==> src/rtl/csp_pkg.sv <==
package csp_pkg;
  typedef enum logic [1:0] {
    SEL_PTR  = 2'd0,
    SEL_OVF  = 2'd1,
    SEL_UNF  = 2'd2,
    SEL_NONE = 2'd3
  } reg_sel_e;

  localparam int NUM_ERR = 3;
  localparam int ERR_OVF = 0;
  localparam int ERR_UNF = 1;
  localparam int ERR_FAT = 2;

  // bit positions inside the stored upper byte of the underflow register
  localparam int UF_SEL  = 0;
  localparam int UF_NAR  = 1;
  localparam int UF_FTOP = 2;
endpackage

==> src/rtl/csp_step.sv <==
module csp_step #(
  parameter int ADDR_W = 8
) (
  input  logic [ADDR_W-1:0] ptr_i,
  input  logic              narrow_i,
  output logic [ADDR_W-1:0] inc_o,
  output logic [ADDR_W-1:0] dec_o
);
  logic [ADDR_W-1:0] win_mask;
  logic [ADDR_W-1:0] plus_one;
  logic [ADDR_W-1:0] minus_one;

  always_comb begin
    win_mask = narrow_i ? {2'b00, {(ADDR_W-2){1'b1}}} : {1'b0, {(ADDR_W-1){1'b1}}};
    plus_one  = ptr_i + ADDR_W'(1);
    minus_one = ptr_i - ADDR_W'(1);
    inc_o = (ptr_i & ~win_mask) | (plus_one & win_mask);
    dec_o = (ptr_i & ~win_mask) | (minus_one & win_mask);
  end
endmodule

==> src/rtl/csp_limits.sv <==
module csp_limits import csp_pkg::*; #(
  parameter int ADDR_W = 8
) (
  input  logic              ptr_top_i,
  input  logic [ADDR_W-2:0] ovf_f_i,
  input  logic [ADDR_W-1:0] unf_f_i,
  output logic              narrow_o,
  output logic [ADDR_W-1:0] ovf_lim_o,
  output logic [ADDR_W-1:0] unf_lim_o,
  output logic [ADDR_W-1:0] fat_lim_o
);
  localparam int THR_W = ADDR_W - 3;

  logic b6_sel;
  logic fat_b6;
  logic fat_top;

  always_comb begin
    narrow_o = unf_f_i[UF_NAR];
    b6_sel   = ovf_f_i[ADDR_W-2] ? unf_f_i[UF_SEL] : 1'b0;
    if (narrow_o) ovf_lim_o = {ptr_top_i, b6_sel, ovf_f_i[ADDR_W-3:0]};
    else          ovf_lim_o = {ptr_top_i, ovf_f_i};
    unf_lim_o = {ptr_top_i, 2'b00, unf_f_i[ADDR_W-1 -: THR_W]};
    fat_top   = unf_f_i[UF_FTOP] | ptr_top_i;
    fat_b6    = narrow_o ? (~ovf_f_i[ADDR_W-2] | unf_f_i[UF_SEL]) : 1'b1;
    fat_lim_o = {fat_top, fat_b6, {(ADDR_W-2){1'b1}}};
  end
endmodule

==> src/rtl/csp_sticky.sv <==
module csp_sticky (
  input  logic clk_i,
  input  logic rst_ni,
  input  logic set_i,
  input  logic clr_i,
  output logic q_o
);
  always_ff @(posedge clk_i or negedge rst_ni) begin
    if (!rst_ni)     q_o <= 1'b0;
    else if (clr_i)  q_o <= 1'b0;
    else if (set_i)  q_o <= 1'b1;
  end
endmodule

==> src/rtl/circ_stack_ptr.sv <==
module circ_stack_ptr import csp_pkg::*; #(
  parameter  int ADDR_W = 8,
  localparam int REG_W  = 2 * ADDR_W
) (
  input  logic              clk_i,
  input  logic              rst_ni,
  input  logic              reg_we_i,
  input  logic [1:0]        reg_sel_i,
  input  logic [REG_W-1:0]  reg_wdata_i,
  input  logic              push_i,
  input  logic              pop_i,
  output logic [ADDR_W-1:0] mem_addr_o,
  output logic              mem_we_o,
  output logic              mem_re_o,
  output logic              ovf_err_o,
  output logic              unf_err_o,
  output logic              fatal_err_o
);
  logic [ADDR_W-1:0] ptr_q;
  logic [ADDR_W-2:0] ovf_f_q;   // overflow register bits REG_W-2 .. ADDR_W
  logic [ADDR_W-1:0] unf_f_q;   // underflow register bits REG_W-1 .. ADDR_W

  logic              ptr_wr;
  logic              acc_ok, do_push, do_pop;
  logic              narrow;
  logic [ADDR_W-1:0] ptr_inc, ptr_dec;
  logic [ADDR_W-1:0] ovf_lim, unf_lim, fat_lim;
  logic [NUM_ERR-1:0] err_set, err_q;

  assign ptr_wr  = reg_we_i && (reg_sel_i == SEL_PTR);
  assign acc_ok  = !ptr_wr && (push_i ^ pop_i);
  assign do_push = acc_ok && push_i;
  assign do_pop  = acc_ok && pop_i;

  always_ff @(posedge clk_i or negedge rst_ni) begin
    if (!rst_ni) begin
      ptr_q   <= '0;
      ovf_f_q <= '0;
      unf_f_q <= '0;
    end else begin
      if (ptr_wr)       ptr_q <= reg_wdata_i[ADDR_W-1:0];
      else if (do_push) ptr_q <= ptr_inc;
      else if (do_pop)  ptr_q <= ptr_dec;
      if (reg_we_i && reg_sel_i == SEL_OVF) ovf_f_q <= reg_wdata_i[REG_W-2:ADDR_W];
      if (reg_we_i && reg_sel_i == SEL_UNF) unf_f_q <= reg_wdata_i[REG_W-1:ADDR_W];
    end
  end

  csp_step #(.ADDR_W(ADDR_W)) u_step (
    .ptr_i    (ptr_q),
    .narrow_i (narrow),
    .inc_o    (ptr_inc),
    .dec_o    (ptr_dec)
  );

  csp_limits #(.ADDR_W(ADDR_W)) u_limits (
    .ptr_top_i (ptr_q[ADDR_W-1]),
    .ovf_f_i   (ovf_f_q),
    .unf_f_i   (unf_f_q),
    .narrow_o  (narrow),
    .ovf_lim_o (ovf_lim),
    .unf_lim_o (unf_lim),
    .fat_lim_o (fat_lim)
  );

  assign mem_addr_o = do_pop ? ptr_dec : ptr_q;
  assign mem_we_o   = do_push;
  assign mem_re_o   = do_pop;

  always_comb begin
    err_set          = '0;
    err_set[ERR_OVF] = do_push && (mem_addr_o == ovf_lim);
    err_set[ERR_UNF] = do_pop  && (mem_addr_o <  unf_lim);
    err_set[ERR_FAT] = acc_ok  && (mem_addr_o == fat_lim);
  end

  for (genvar g = 0; g < NUM_ERR; g++) begin : g_err
    csp_sticky u_flag (
      .clk_i  (clk_i),
      .rst_ni (rst_ni),
      .set_i  (err_set[g]),
      .clr_i  (ptr_wr),
      .q_o    (err_q[g])
    );
  end

  assign ovf_err_o   = err_q[ERR_OVF];
  assign unf_err_o   = err_q[ERR_UNF];
  assign fatal_err_o = err_q[ERR_FAT];
endmodule

==> config.mk <==
export PLATFORM = sky130hd
export DESIGN_NAME = circ_stack_ptr
export DESIGN_NICKNAME = d
export VERILOG_FILES = /design/src/rtl/csp_pkg.sv /design/src/rtl/csp_step.sv /design/src/rtl/csp_limits.sv /design/src/rtl/csp_sticky.sv /design/src/rtl/circ_stack_ptr.sv
export SDC_FILE = /design/constraint.sdc
export NUM_CORES = 1
export LEC_CHECK = 0
export CORE_MARGIN = 2
export CORE_UTILIZATION = 45
export CTS_CLUSTER_DIAMETER = 60
export DETAILED_ROUTE_END_ITERATION = 10
export GPL_ROUTABILITY_DRIVEN = 0
export GPL_TIMING_DRIVEN = 0
export PLACE_DENSITY_LB_ADDON = 0.15
export SETUP_SLACK_MARGIN = 0.2
export SLEW_MARGIN = 20
export SYNTH_ARGS = -nofsm -noshare
export SYNTH_HDL_FRONTEND = slang
export SYNTH_SLANG_ARGS = --single-unit
export TNS_END_PERCENT = 1
==> constraint.sdc <==
create_clock -name clk_i -period 4.74 [get_ports clk_i]
set_input_delay 0.948 -clock clk_i [delete_from_list [all_inputs] [get_ports clk_i]]
set_output_delay 0.948 -clock clk_i [all_outputs]
set_load 0.1 [all_outputs]
==> flow_metrics.py <==
metrics = {
    "synth": {
        "avgSynthCellArea_um2": 10.2,
        "synth_area_mm2": 0.00165,
        "syn_nets": 191,
        "yosys_most_used_dff": "dfrtp_1",
        "synth_cells": 162,
        "yosysSeqAreaShare_pct": 39.5,
        "synth_edf_count": 0,
        "ys_types": 38,
        "ys_warn_count": 0,
        "ys_ff_latch": 26,
        "synthArstFlopShare_pct": 100,
    },
    "global_routing": {
        "grt_use_total_pct": 20.4,
        "grt_first_pass_wirelength_um": 6590,
        "grt-ovfl-total": 0,
        "grt_max_degree": 27,
        "antenna_found_initial": 0,
        "grt_pass1_vias": 1390,
    },
    "routing": {
        "dr.pass1.iters": 4,
        "antenna_left": 0,
        "wire_per_inst_um": 15.5,
        "viasPerCell": 5.39,
        "drc": 0,
        "drt-total-wl_um": 3840,
        "drt_iter0_drc": 52,
        "num_vias": 1331,
    },
    "critical_path": {
        "crit_fanout": 5,
        "setup.worst_path.end_class": "output pin",
        "timing.rr.end": "g_err[1].u_flag.q_o",
        "r2r_start": "ptr_q[0]",
        "worstSetupStartpointType": "primary input",
        "r2r_cells": 10,
        "crit_required_ns": 3.79,
        "crit_type": "in2out",
        "worstPathArrival_ns": 3.52,
        "crit_start": "reg_sel_i[1]",
        "r2r_setup_slack_ns": 2.31,
    },
    "floorplan": {
        "fp.dieW_um": 64.5,
        "die_h_um": 64.5,
        "start_util_pct": 48.2,
        "die_area_mm2": 0.00416,
        "io_pins": 36,
        "core_area_mm2": 0.00342,
        "rows": 21,
    },
    "pwr": {
        "leakagePower_nw": 0.903,
        "peakVddDrop_uv": 509,
        "power.density_mw_per_mm2": 584,
        "total_power_mw": 1.22,
    },
    "sta": {
        "hold_violations": 0,
        "finalSetupViolCount": 0,
        "drv_slew": 0,
        "timing.slew.headroom_pct": 35.0,
        "fmax_ghz": 0.224,
        "fin_skew_ns": 0.00323,
        "min_period_over_period_pct": 94.3,
        "rsz0062_at_grt": "false",
        "worst_pin_slew_ns": 0.971,
        "fin_tns_setup_ns": 0,
        "period_needed_ns": 4.47,
    },
    "clocking": {
        "cts-resized-gates": 1,
        "numCtsBuffers": 3,
        "cts_tree": "built",
        "path_clk_slew_ns": 0.15,
        "cts_sinks": 26,
        "ctsRootBufferMaster": "clkbuf_4",
        "hold_buffers": 0,
        "clk_latency_ns": 0.32,
        "cts_max_level": 1,
        "cts_max_path_buffers": 2,
        "cts_setup_buffers": 0,
    },
    "layout": {
        "multi_input_area_um2": 930,
        "final_layout_size_suffix_gt1_share_pct": 17.4,
        "regArea_um2": 651,
        "nets": 231,
        "stdcell_area_mm2": 0.00210,
        "num-fill-cells": 312,
        "antenna_cells": 0,
        "areaGrowthSynthToFinish_pct": 27.4,
    },
    "min_path": {
        "min_delay_worst_endpoint": "g_err[1].u_flag.q_o",
        "worstHoldStart": "g_err[1].u_flag.q_o",
        "hold_depth": 2,
        "min_path_type": "reg2reg",
    },
    "placement": {
        "dpl_cell_area_mm2": 0.00206,
        "place.port_buffers": 35,
        "hpwl_um": 3050,
    },
    "status": {
        "status": "finished clean",
    },
    "run": {
        "maxCapViolations": 0,
    },
}
## how the worst max path moves through the flow
stage                          endpoint  slack [ns]  depth (start not counted)
after floorplan           mem_addr_o[4]        0.52                          4
after global placement    mem_addr_o[2]        0.19                          5
after detailed placement  mem_addr_o[2]        0.17                          5
after CTS                 mem_addr_o[5]        0.21                          5
after global routing      mem_addr_o[3]        0.25                          5
final                     mem_addr_o[3]        0.27                          5
## registers in the layout (all words and copies together) (netlist names), named ones only
register and cells:
ovf_f_q 7, unf_f_q 8, g_err.u_flag.q_o 3, ptr_q 7
## cell usage in the layout (no fill, tap or decap), types with 2 or more instances in the layout
| master | synthesis | final |
|---|---|---|
| nand2_1 | 16 | 16 |
| nand3b_1 | 3 | 3 |
| clkbuf_1 | 4 | 4 |
| and4_1 | 3 | 3 |
| nor3b_4 | 2 | 2 |
| clkdlybuf4s50_1 | 0 | 32 |
| nand2b_1 | 2 | 2 |
| mux2_2 | 15 | 15 |
| clkbuf_4 | 0 | 3 |
| a31oi_1 | 4 | 4 |
| xnor2_1 | 10 | 9 |
| o21ai_0 | 12 | 12 |
| o211ai_1 | 2 | 2 |
| xor2_1 | 8 | 8 |
| a21oi_1 | 6 | 6 |
| inv_1 | 9 | 9 |
| nand3_1 | 2 | 2 |
| dfrtp_1 | 26 | 26 |
| nand4_1 | 2 | 2 |
| ha_1 | 6 | 6 |
| buf_2 | 3 | 4 |
| o2111ai_1 | 3 | 3 |
| nor2_1 | 6 | 5 |
| nor3_1 | 2 | 2 |
## worst max-delay path, stage by stage
cell and delay [ns]:
clkdlybuf4s50_1 0.49, or3b_4 0.47, nand3_1 0.23, xnor2_1 0.20, clkdlybuf4s50_1 1.18
## logic make-up after synthesis
kind of cell	after synthesis	share of synthesized area, %
buffers and inverters	18	4.56
multiplexers	16	10.9
AND/OR/NAND/NOR	46	17.0
flip-flops	26	39.5
AO/OA/AOI/OAI	30	11.5
adder cells (fa/ha/maj)	6	4.56
XOR/XNOR	20	11.9
## stage by stage
step / cells / setup WS [ns] / hold WS (ns) / util, %
CTS: 247 / 0.208 / 0.506 / 61.3
floorplan: 162 / 0.517 / 0.470 / -
finish: 247 / 0.272 / 0.503 / 61.4
global route: 247 / 0.251 / 0.534 / 61.4
detailed placement: 243 / 0.171 / 0.476 / 60.3
global placement: 243 / 0.193 / 0.469 / 60.4
## layer usage
metal	track usage, %	share of wire [%]	up-vias
met5	0	0	-
met4	4.52	0.57	0
met3	3.99	5.4	2
met2	37.4	52	42
met1	24.8	42	645
li1	-	-	642
## Yosys cell counts, drive strengths merged, types with 2 or more instances
cell type | count | area [um2]
a21oi | 7 | 38.8
a31oi | 4 | 25.0
and4 | 3 | 26.3
buf | 4 | 22.5
clkbuf | 4 | 15.0
dfrtp | 26 | 651
ha | 6 | 75.1
inv | 10 | 37.5
mux2 | 15 | 169
nand2 | 16 | 60.1
nand2b | 2 | 12.5
nand3 | 2 | 10.0
nand3b | 3 | 22.5
nand4 | 3 | 25.0
nor2 | 6 | 22.5
nor3 | 3 | 20.0
nor3b | 2 | 37.5
o2111ai | 3 | 26.3
o211ai | 2 | 15.0
o21ai | 12 | 60.1
xnor2 | 10 | 87.6
xor2 | 9 | 86.3
## where the power goes
part	switching, mW	internal, mW
Sequential	0.0532	0.280
Clock	0.0684	0.0470
Combinational	0.532	0.244
Total	0.654	0.571
## layout make-up
class,instances,area share (%)
plain buffers,8,1.79
well taps,46,2.75
multi-input cells,118,44.4
repair buffers,35,16.5
clock buffers,4,1.73
flip-flops and latches,26,31.0
inverters,10,1.79
Power figures use the tool's default switching activity.
